==> src/rtl/wdog_pkg.sv <==
package wdog_pkg;
  // events exchanged between the counter core and the pulse stretcher
  typedef struct packed {
    logic load;   // accepted reload this cycle
    logic tick;   // prescaler terminal count this cycle
    logic ovf;    // counter wraps to zero this cycle
  } wd_evt_t;

  function automatic int unsigned cnt_bits(input int unsigned n);
    return (n > 1) ? $clog2(n) : 1;
  endfunction
endpackage

==> src/rtl/wdog_stage.sv <==
module wdog_stage #(
  parameter int unsigned DIV = 12
) (
  input  logic clk,
  input  logic rst_n,
  input  logic clr,
  input  logic step_in,
  output logic carry
);
  localparam int unsigned W = wdog_pkg::cnt_bits(DIV);

  generate
    if (DIV <= 1) begin : g_pass
      assign carry = step_in;
      logic unused_stage;
      assign unused_stage = clr;
    end else begin : g_div
      logic [W-1:0] q;
      logic         at_top;
      assign at_top = (q == W'(DIV - 1));
      assign carry  = step_in & at_top;
      always_ff @(posedge clk or negedge rst_n) begin
        if (!rst_n)        q <= '0;
        else if (clr)      q <= '0;
        else if (step_in)  q <= at_top ? '0 : q + W'(1);
      end
    end
  endgenerate
endmodule

==> src/rtl/wdog_prescale.sv <==
module wdog_prescale #(
  parameter int unsigned PRE_A = 12,
  parameter int unsigned PRE_B = 2048
) (
  input  logic clk,
  input  logic rst_n,
  input  logic clr,
  input  logic run,
  output logic tick
);
  logic carry_a;

  wdog_stage #(.DIV(PRE_A)) u_fixed (
    .clk(clk), .rst_n(rst_n), .clr(clr), .step_in(run), .carry(carry_a)
  );

  wdog_stage #(.DIV(PRE_B)) u_wide (
    .clk(clk), .rst_n(rst_n), .clr(clr), .step_in(carry_a), .carry(tick)
  );
endmodule

==> src/rtl/wdog_core.sv <==
module wdog_core #(
  parameter int unsigned CNT_W = 8
) (
  input  logic             clk,
  input  logic             rst_n,
  input  logic             sys_clr,
  input  logic             arm_set,
  input  logic             reload_wr,
  input  logic [CNT_W-1:0] reload_val,
  input  logic             tick,
  output wdog_pkg::wd_evt_t evt,
  output logic             flag_q,
  output logic [CNT_W-1:0] cnt_q
);
  localparam logic [CNT_W-1:0] TOP = {CNT_W{1'b1}};
  localparam logic [CNT_W-1:0] ONE = {{(CNT_W-1){1'b0}}, 1'b1};

  logic load;
  assign load     = reload_wr & flag_q & ~sys_clr;
  assign evt.load = load;
  assign evt.tick = tick & ~load;
  assign evt.ovf  = tick & ~load & (cnt_q == TOP);

  always_ff @(posedge clk or negedge rst_n) begin
    if (!rst_n) begin
      cnt_q  <= '0;
      flag_q <= 1'b0;
    end else if (sys_clr) begin
      cnt_q  <= '0;
      flag_q <= 1'b0;
    end else begin
      if (load)      cnt_q <= reload_val;
      else if (tick) cnt_q <= cnt_q + ONE;
      if (arm_set)   flag_q <= 1'b1;
      else if (load) flag_q <= 1'b0;
    end
  end
endmodule

==> src/rtl/wdog_stretch.sv <==
module wdog_stretch #(
  parameter int unsigned RST_LEN = 24
) (
  input  logic clk,
  input  logic rst_n,
  input  logic ovf,
  output logic pulse
);
  localparam int unsigned SW = wdog_pkg::cnt_bits(RST_LEN + 1);
  logic [SW-1:0] left;

  assign pulse = (left != '0);

  always_ff @(posedge clk or negedge rst_n) begin
    if (!rst_n)      left <= '0;
    else if (pulse)  left <= left - SW'(1);
    else if (ovf)    left <= SW'(RST_LEN);
  end
endmodule

==> src/rtl/wdog_guard.sv <==
module wdog_guard #(
  parameter int unsigned CNT_W   = 8,
  parameter int unsigned PRE_A   = 12,
  parameter int unsigned PRE_B   = 2048,
  parameter int unsigned RST_LEN = 24
) (
  input  logic             clk,
  input  logic             rst_n,
  input  logic             arm_set,
  input  logic             reload_wr,
  input  logic [CNT_W-1:0] reload_val,
  input  logic             en,
  input  logic             idle_req,
  input  logic             pd_req,
  output logic             pd_grant,
  output logic             wd_rst
);
  wdog_pkg::wd_evt_t evt;
  logic             tick;
  logic             flag_q;
  logic [CNT_W-1:0] cnt_q;
  logic             pre_clr;

  // idle mode leaves the watchdog running
  logic unused_idle;
  assign unused_idle = idle_req;

  assign pd_grant = pd_req & ~en;
  assign pre_clr  = evt.load | wd_rst;

  wdog_prescale #(.PRE_A(PRE_A), .PRE_B(PRE_B)) u_pre (
    .clk(clk), .rst_n(rst_n), .clr(pre_clr), .run(en), .tick(tick)
  );

  wdog_core #(.CNT_W(CNT_W)) u_core (
    .clk(clk), .rst_n(rst_n), .sys_clr(wd_rst), .arm_set(arm_set),
    .reload_wr(reload_wr), .reload_val(reload_val), .tick(tick),
    .evt(evt), .flag_q(flag_q), .cnt_q(cnt_q)
  );

  wdog_stretch #(.RST_LEN(RST_LEN)) u_str (
    .clk(clk), .rst_n(rst_n), .ovf(evt.ovf), .pulse(wd_rst)
  );
endmodule

==> config.mk <==
export PLATFORM = sky130hd
export DESIGN_NAME = wdog_guard
export DESIGN_NICKNAME = d
export VERILOG_FILES = /design/src/rtl/wdog_pkg.sv /design/src/rtl/wdog_stage.sv /design/src/rtl/wdog_prescale.sv /design/src/rtl/wdog_core.sv /design/src/rtl/wdog_stretch.sv /design/src/rtl/wdog_guard.sv
export SDC_FILE = /design/constraint.sdc
export NUM_CORES = 1
export LEC_CHECK = 0
export ABC_AREA = 1
export CELL_PAD_IN_SITES_DETAIL_PLACEMENT = 0
export CELL_PAD_IN_SITES_GLOBAL_PLACEMENT = 2
export CORE_ASPECT_RATIO = 1.2
export CORE_MARGIN = 4
export CORE_UTILIZATION = 30
export CTS_CLUSTER_SIZE = 8
export DETAILED_ROUTE_END_ITERATION = 12
export PLACE_DENSITY_LB_ADDON = 0.1
export SLEW_MARGIN = 20
export SYNTH_ARGS = -nofsm -noshare
export SYNTH_HDL_FRONTEND = slang
export SYNTH_HIERARCHICAL = 1
export SYNTH_SLANG_ARGS = --single-unit
==> constraint.sdc <==
create_clock -name clk -period 5.75 [get_ports clk]
set_clock_uncertainty 0.2 [all_clocks]
set_input_delay 1.725 -clock clk [delete_from_list [all_inputs] [get_ports clk]]
set_output_delay 1.725 -clock clk [all_outputs]
set_load 0.02 [all_outputs]
# Yosys cells after proc, flatten, opt, wreduce, memory -nomap -nowiden
# Cells that the tools add are included.
[classes]
add_sub_neg = 4
eq_ne = 3
n_mux = 14
n_bitwise = 11
n_reduce_logical = 6
[op_table]
columns = ["cell", "n"]
rows = [
  ["$mux 11", 3],
  ["$mux 8", 3],
  ["$mux 4", 3],
  ["$add 11x1->11 const B", 1],
  ["$eq 11x11->1 const B", 1],
  ["$mux 5", 2],
  ["$add 8x1->8 const B", 1],
  ["$eq 8x8->1 const B", 1],
  ["$and 1x1->1", 7],
  ["$reduce_bool 2->1", 3],
  ["$reduce_bool 3->1", 2],
  ["$reduce_bool 5->1", 1],
  ["$sub 5x1->5 const B", 1],
  ["$add 4x1->4 const B", 1],
  ["$eq 4x4->1 const B", 1],
  ["$mux 1", 3],
  ["$not 1->1", 3],
  ["$or 1x1->1", 1],
]
[totals]
reg_bits = 29
inputBits = 15
output_inout_bits = 2
word_cells = 43

# Logic depth before layout (Yosys ltp)
# Gate-level depths: netlist of run 1.
[depth]
depth_word = 8
ltp_mapped = 15
mapped_depth_nobuf = 14

# Hierarchy
# The synthesis of run 1 kept the hierarchy.
[modules_own_cells]
columns = ["mod", "instances", "cells_per_inst", "area_each_um2", "seq_area_each_um2"]
rows = [
  ["wdog_stage (u_pre.u_wide)", 1, 89, 670.6, 275.3],
  ["wdog_core", 1, 95, 624.3, 225.2],
  ["wdog_stretch", 1, 35, 290.3, 125.1],
  ["wdog_stage (u_pre.u_fixed)", 1, 37, 244.0, 100.1],
  ["wdog_guard", 1, 5, 21.3, 0.0],
]

# Least setup slack after synthesis of run 1
# No wires, ideal clock.
[synth_timing]
kind = "in2out"
from = "input port pd_req"
to = "output port pd_grant"
arrival_ns = 1.940
required_time_ns = 3.825
slack_ns = 1.885
path_stages = 2
path_buffers = 0
cell_sequence = "inv_1 nor2_2"
[synth_via]
elab_chain_len = 1
[synth_rtl]
columns = ["item", "line_no", "source"]
rows = [
  ["start, declared", "wdog_guard.sv:14", "input logic pd_req,"],
  ["$and 1x1->1", "wdog_guard.sv:28", "assign pd_grant = pd_req & ~en;"],
  ["end, declared", "wdog_guard.sv:15", "output logic pd_grant,"],
]
# Every way passes these cells.

# Worst setup path after layout of run 1
[layout_timing]
from = "input port en"
to = "output port pd_grant"
[layout_via]
elab_chain_len = 2
[layout_rtl]
columns = ["item", "line_no", "source"]
rows = [
  ["start, declared", "wdog_guard.sv:12", "input logic en,"],
  ["$not 1->1", "wdog_guard.sv:28", ""],
  ["$and 1x1->1", "wdog_guard.sv:28", ""],
]
# Every way passes these cells.

==> impl_results.md, run 1 <==
- DRT iter0 DRCs: 58
- Vias in the first global route: 1553
- Num CTS Buffers: 5
- Postcts setup bufs: 0
- Int Pwr: about 350 uW
- Final Max Tran Viols: 0
- Critical-path maximum fanout: 5
- CTS Buffer Depth: 2
- Proportion of power drawn by combinational gates: 16.7%
- GPL Wtd Cong: 0.718
- Core footprint: 0.00601 sq mm
- Slew @ Worst Pin: 396 ps
- Layout cells sized above 1: 12.1%
- CP Capture Type: output pin
- Nets@finish: 301
- Mapped Avg Cell Area: between 7 and 8 sq um
- Routed vias: around 1600
- Setup TNS: 0 ps
- Latest clock arrival within the worst-skew pair: 280 ps
- GRT Overall Usage: 12.6%
- Clock power share: around a third
- Post-CTS sizing: 0
- Count of final hold-check violations: 0
- First-pass GRT wire length: 7.26 mm
- Wire length per cell: 11.1 um
- H-tree levels: 2
- Row Count: 31
- Full die area: around 0.0075 sq mm
- Critical Path AT: a little under 3000 ps
- Worst hold-check path type: reg -> reg
- Ys Warns: 6
- Chip height: 94.0 um
- Detailed placer's ending HPWL: 2.95 mm
- CTS sink count: 29
- CP Launch Type: input pin
- Setup-failing EPs final: 0
- DRT antenna net count: 0
- Area growth from synthesis to layout: 18.4%
- Switching share of power: 29.5%
- Worst EP required: 3830 ps
- RSZ-0062 raised after global routing: false
- I/O Pins: 17
- Clock Pin Slew Worst Setup and Hold Paths: 70 ps
- Core Util, Final: 36.4%
- Number of buffers added on ports: 15
- Proportion of power drawn by flip-flops and latches: 48.0%
- # hold bufs at CTS: 0
- Cells after Synth: 260
- Detailed Routing Iterations Pass 1: 4
- Lkg Pwr: 0.00107 uW
- Total congestion overflow: 0
- Syn nets: 279
- Period utilisation layout: 85.1%
- Die width: 79.6 um
- Initial Util: 30.7%
- Remaining routing DRC violations: 0
- Antenna diode count: 0
- Status: complete, no violations
- Vias per cell: approximately 4.3
- Pwr/cell area: about 230 mW/mm^2
- Critical path type: in -> out
- Drt total wl: 4.03 mm
- Slew HR: 73.6%
- Largest net degree at the start of global routing: 30
- Max-cap viol count: 0
- Final Critical Period: between 4000 and 5000 ps
- Power consumption: 495 uW
- Max VDD drop: 0.101 mV
- CTS tree: yes
- Max Fclk: between 0.2 and 0.25 GHz
- Initial antenna violation count: 0
- Net switching power: around 150 uW
- Syn Std Cell Area: 0.00185 sq mm
- Clk root buf: clkbuf_8
path summary, 6_finish.rpt:
path / slack (ps) / to / cells after the start / start
setup / recovery: 860 / pd_grant / 3 / en
hold / removal: 310 / u_core/cnt_q[7] / 2 / u_core/cnt_q[7]
setup reg to reg: 3240 / u_pre/u_wide/g_div.q[2] / 13 / u_str/left[0]
hold reg to reg: 310 / u_core/cnt_q[7] / 2 / u_core/cnt_q[7]
max in group asynchronous: 3420 / u_str/left[4] / 2 / rst_n
min in group asynchronous: 1640 / u_pre/u_wide/g_div.q[4] / 2 / rst_n
flip-flops by register name (all words and copies together), names as in the netlist:
name / flops
u_core/cnt_q: 8
u_pre/u_wide/g_div.q: 11
u_pre/u_fixed/g_div.q: 4
u_str/left: 5
u_core/flag_q: 1
worst max-delay path, cell delays in order:
cell and delay [ps]:
clkdlybuf4s50_1 510, nor2_2 140, clkdlybuf4s50_1 600
layout make-up:
cell class | instances | area (sq um)
timing repair buffer | 16 | 158
tap | 82 | 103
inverter | 46 | 173
multi-input combinational | 184 | 941
sequential | 29 | 726
fill | 678 | 3830
clock buffer | 7 | 86.3
metrics by stage:
step | area (sq um) | setup slack (ps) | hold WS [ps] | std cells
after floorplan | 1850 | 1880 | 271 | 260
after global placement | 2100 | 851 | 294 | 357
after detailed placement | 2100 | 849 | 297 | 357
after CTS | 2190 | 849 | 314 | 364
after global routing | 2190 | 818 | 353 | 364
final | 2190 | 856 | 312 | 364
routing by layer:
| layer | vias up | GRT usage (%) | wire length, um |
|---|---|---|---|
| met1 | 698 | 15.3 | 1830 |
| met2 | 23 | 21.2 | 1990 |
| met5 | - | 0 | 0 |
| met3 | 5 | 3.17 | 136 |
| li1 | 842 | - | - |
| met4 | 0 | 5.16 | 67 |
power groups by stage:
| stage | sequential [uW] | combinational [uW] | clock [uW] |
|---|---|---|---|
| floorplan | 237 | 56.4 | 0 |
| global placement | 241 | 84.9 | 0 |
| detailed placement | 241 | 84.1 | 0 |
| CTS | 238 | 84.5 | 184 |
| global route | 241 | 98.1 | 191 |
| finish | 238 | 82.4 | 175 |
layout by cell type, fill, tap and decap left out, drive strengths merged, types with 2 or more instances in the layout:
cell type / count
xor2: 2
nand3: 23
ha: 4
nand4: 5
nand2: 84
clkdlybuf4s50: 15
a21oi: 3
nor2: 44
dfrtp: 29
nor3: 3
inv: 46
clkbuf: 7
o21ai: 10
No activity file was read; power rests on OpenSTA's default activity.
==> run 2, diff against run 1 <==
Settings changed: PLACE_DENSITY set to 0.73, PLACE_DENSITY_LB_ADDON 0.1 to not set.
==> run 2 against run 1 <==
Power decreased by 1.6%. Clock power decreased by 5%. Register-to-register slack improved by 40 ps. Hold slack got worse by 6.5 ps. Utilization decreased by 0.062 points. Fmax increased by 0.12%. Critical endpoint unchanged.
==> impl_results.md, run 2 (same netlist as run 1, synthesis figures left out) <==
- Max reg flops: 11 (unchanged)
- Final hold slack: 306 ps (-6.54 ps)
- Layout cells sized above 1: 12.4% (+0.31 points)
- Critical path type: in -> out
- H-tree levels: 2 (unchanged)
- DRT antenna net count: 0 (unchanged)
- Postcts setup bufs: 0 (unchanged)
- Proportion of power drawn by combinational gates: 17.1% (+0.4 points)
- Switching share of power: 30.7% (+1.2 points)
- Initial antenna violation count: 0 (unchanged)
- Max Fclk: 0.205 GHz (+0.12%)
- Status: complete, no violations
- Vias in the first global route: 1574 (+1.4%)
- Setup-failing EPs final: 0 (unchanged)
- Post-CTS sizing: 0 (unchanged)
- Pwr/cell area: 223 mW/mm^2 (-1.4%)
- CP Launch Type: input pin
- RR Startpoint: u_str/left[0]
- CTS sink count: 29 (unchanged)
- Crit path launch: en
- Critical Path AT: 2960 ps (about the same)
- Most frequent cells in the layout: nand2_1, inv_1, nor2_1, dfrtp_1, nand3_1
- DP Area: 0.00210 sq mm (unchanged)
- Clock power share: 34.2% (-1.1 points)
- Antenna diode count: 0 (unchanged)
- Chip height: 94.0 um (unchanged)
- Core footprint: 0.00601 sq mm (unchanged)
- Row Count: 31 (unchanged)
- Detailed Routing Iterations Pass 1: 6 (+2)
- Setup TNS: 0 ps (unchanged)
- Routed vias: 1561 (-0.45%)
- Period utilisation layout: 85.0% (-0.10 points)
- Post-route cell area: 0.00218 sq mm (-0.17%)
- Slew @ Worst Pin: 399 ps (+2.55 ps)
- Int Pwr: 338 uW (-3.2%)
- Worst EP required: 3830 ps (about the same)
- GRT Overall Usage: 12.1% (-0.57 points)
- Reg with most FFs: u_pre/u_wide/g_div.q
- First-pass GRT wire length: 6.97 mm (-4.0%)
- Slew HR: 73.4% (-0.17 points)
- I/O Pins: 17 (unchanged)
- Worst hold-check path type: reg -> reg
- CTS tree: yes
- Max VDD drop: 0.0774 mV (-23%)
- Clock Pin Slew Worst Setup and Hold Paths: 60 ps (about the same)
- Core Util, Final: 36.3% (-0.062 points)
- Initial Util: 30.7% (unchanged)
- Most common cell after layout, fill and taps aside: nand2_1
- Largest regs: u_pre/u_wide/g_div.q (11), u_core/cnt_q (8), u_str/left (5)
- Proportion of power drawn by flip-flops and latches: 48.7% (+0.7 points)
- Power consumption: 487 uW (-1.6%)
- RSZ-0062 raised after global routing: false
- GPL Wtd Cong: 0.703 (-2.0%)
- Vias per cell: 4.28 (-0.72%)
- DRT iter0 DRCs: 44 (-24%)
- Final Max Tran Viols: 0 (unchanged)
- Drt total wl: 3.95 mm (-1.8%)
- Nets@finish: 301 (unchanged)
- Wire length per cell: 10.8 um (-2.1%)
- CTS Buffer Depth: 2 (unchanged)
- Net switching power: 149 uW (+2.3%)
- Remaining routing DRC violations: 0 (unchanged)
- Number of buffers added on ports: 15 (unchanged)
- Count of final hold-check violations: 0 (unchanged)
- Num CTS Buffers: 5 (unchanged)
- Detailed placer's ending HPWL: 2.88 mm (-2.2%)
- Latest clock arrival within the worst-skew pair: 280 ps (about the same)
- Clk root buf: clkbuf_8
- CP Capture Type: output pin
- Die width: 79.6 um (unchanged)
- Full die area: 0.00748 sq mm (unchanged)
- Area growth from synthesis to layout: 18.2%
- Max-cap viol count: 0 (unchanged)
- Lkg Pwr: 0.00108 uW (about the same)
- Largest net degree at the start of global routing: 30 (unchanged)
- Total congestion overflow: 0 (unchanged)
- Critical-path maximum fanout: 5 (unchanged)
- R2R Setup Slk: 3280 ps (+40 ps)
- # hold bufs at CTS: 0 (unchanged)
- Worst Min Path Start: u_core/cnt_q[7]
- Final Critical Period: 4890 ps (-5.82 ps)
-- run 2: worst max-delay path: stages --
cell	delay [ps]
clkdlybuf4s50_1	500
nor2_2	140
clkdlybuf4s50_1	600
-- run 2: final timing paths --
path / end / depth (start not counted)
min in group asynchronous: u_str/left[2] / 2
min reg2reg: u_core/cnt_q[7] / 2
max reg2reg: u_pre/u_wide/g_div.q[2] / 13
max: pd_grant / 3
min: u_core/cnt_q[7] / 2
max in group asynchronous: u_core/cnt_q[5] / 2
-- run 2: per-stage QoR --
step                std cells  setup slack, ps
finish                    365              862
global route              365              819
CTS                       365              846
detailed placement        357              848
global placement          357              851
floorplan                 260             1880
-- run 2: final cells by class --
| class | instances | area [sq um] |
|---|---|---|
| Multi-Input combinational cell | 184 | 941 |
| Clock buffer | 6 | 72.6 |
| Fill cell | 671 | 3830 |
| Inverter | 46 | 173 |
| Tap cell | 82 | 103 |
| Clock inverter | 2 | 10.0 |
| Timing Repair Buffer | 16 | 158 |
| Sequential cell | 29 | 726 |
-- run 2: routing by layer --
| metal | wire, um | share of wire (%) | track usage, % |
|---|---|---|---|
| met4 | 80 | 2.0 | 5.59 |
| met3 | 106 | 2.7 | 2.98 |
| met1 | 1830 | 46 | 13.9 |
| met5 | 0 | 0 | 0 |
| met2 | 1940 | 49 | 20.8 |
-- run 2: power groups by stage --
stage / clock network (uW) / logic (uW) / registers [uW]
finish: 166 / 83.2 / 237
global route: 186 / 97.8 / 241
CTS: 177 / 85.0 / 237
detailed placement: 0 / 84.3 / 241
global placement: 0 / 84.3 / 241
floorplan: 0 / 56.4 / 237
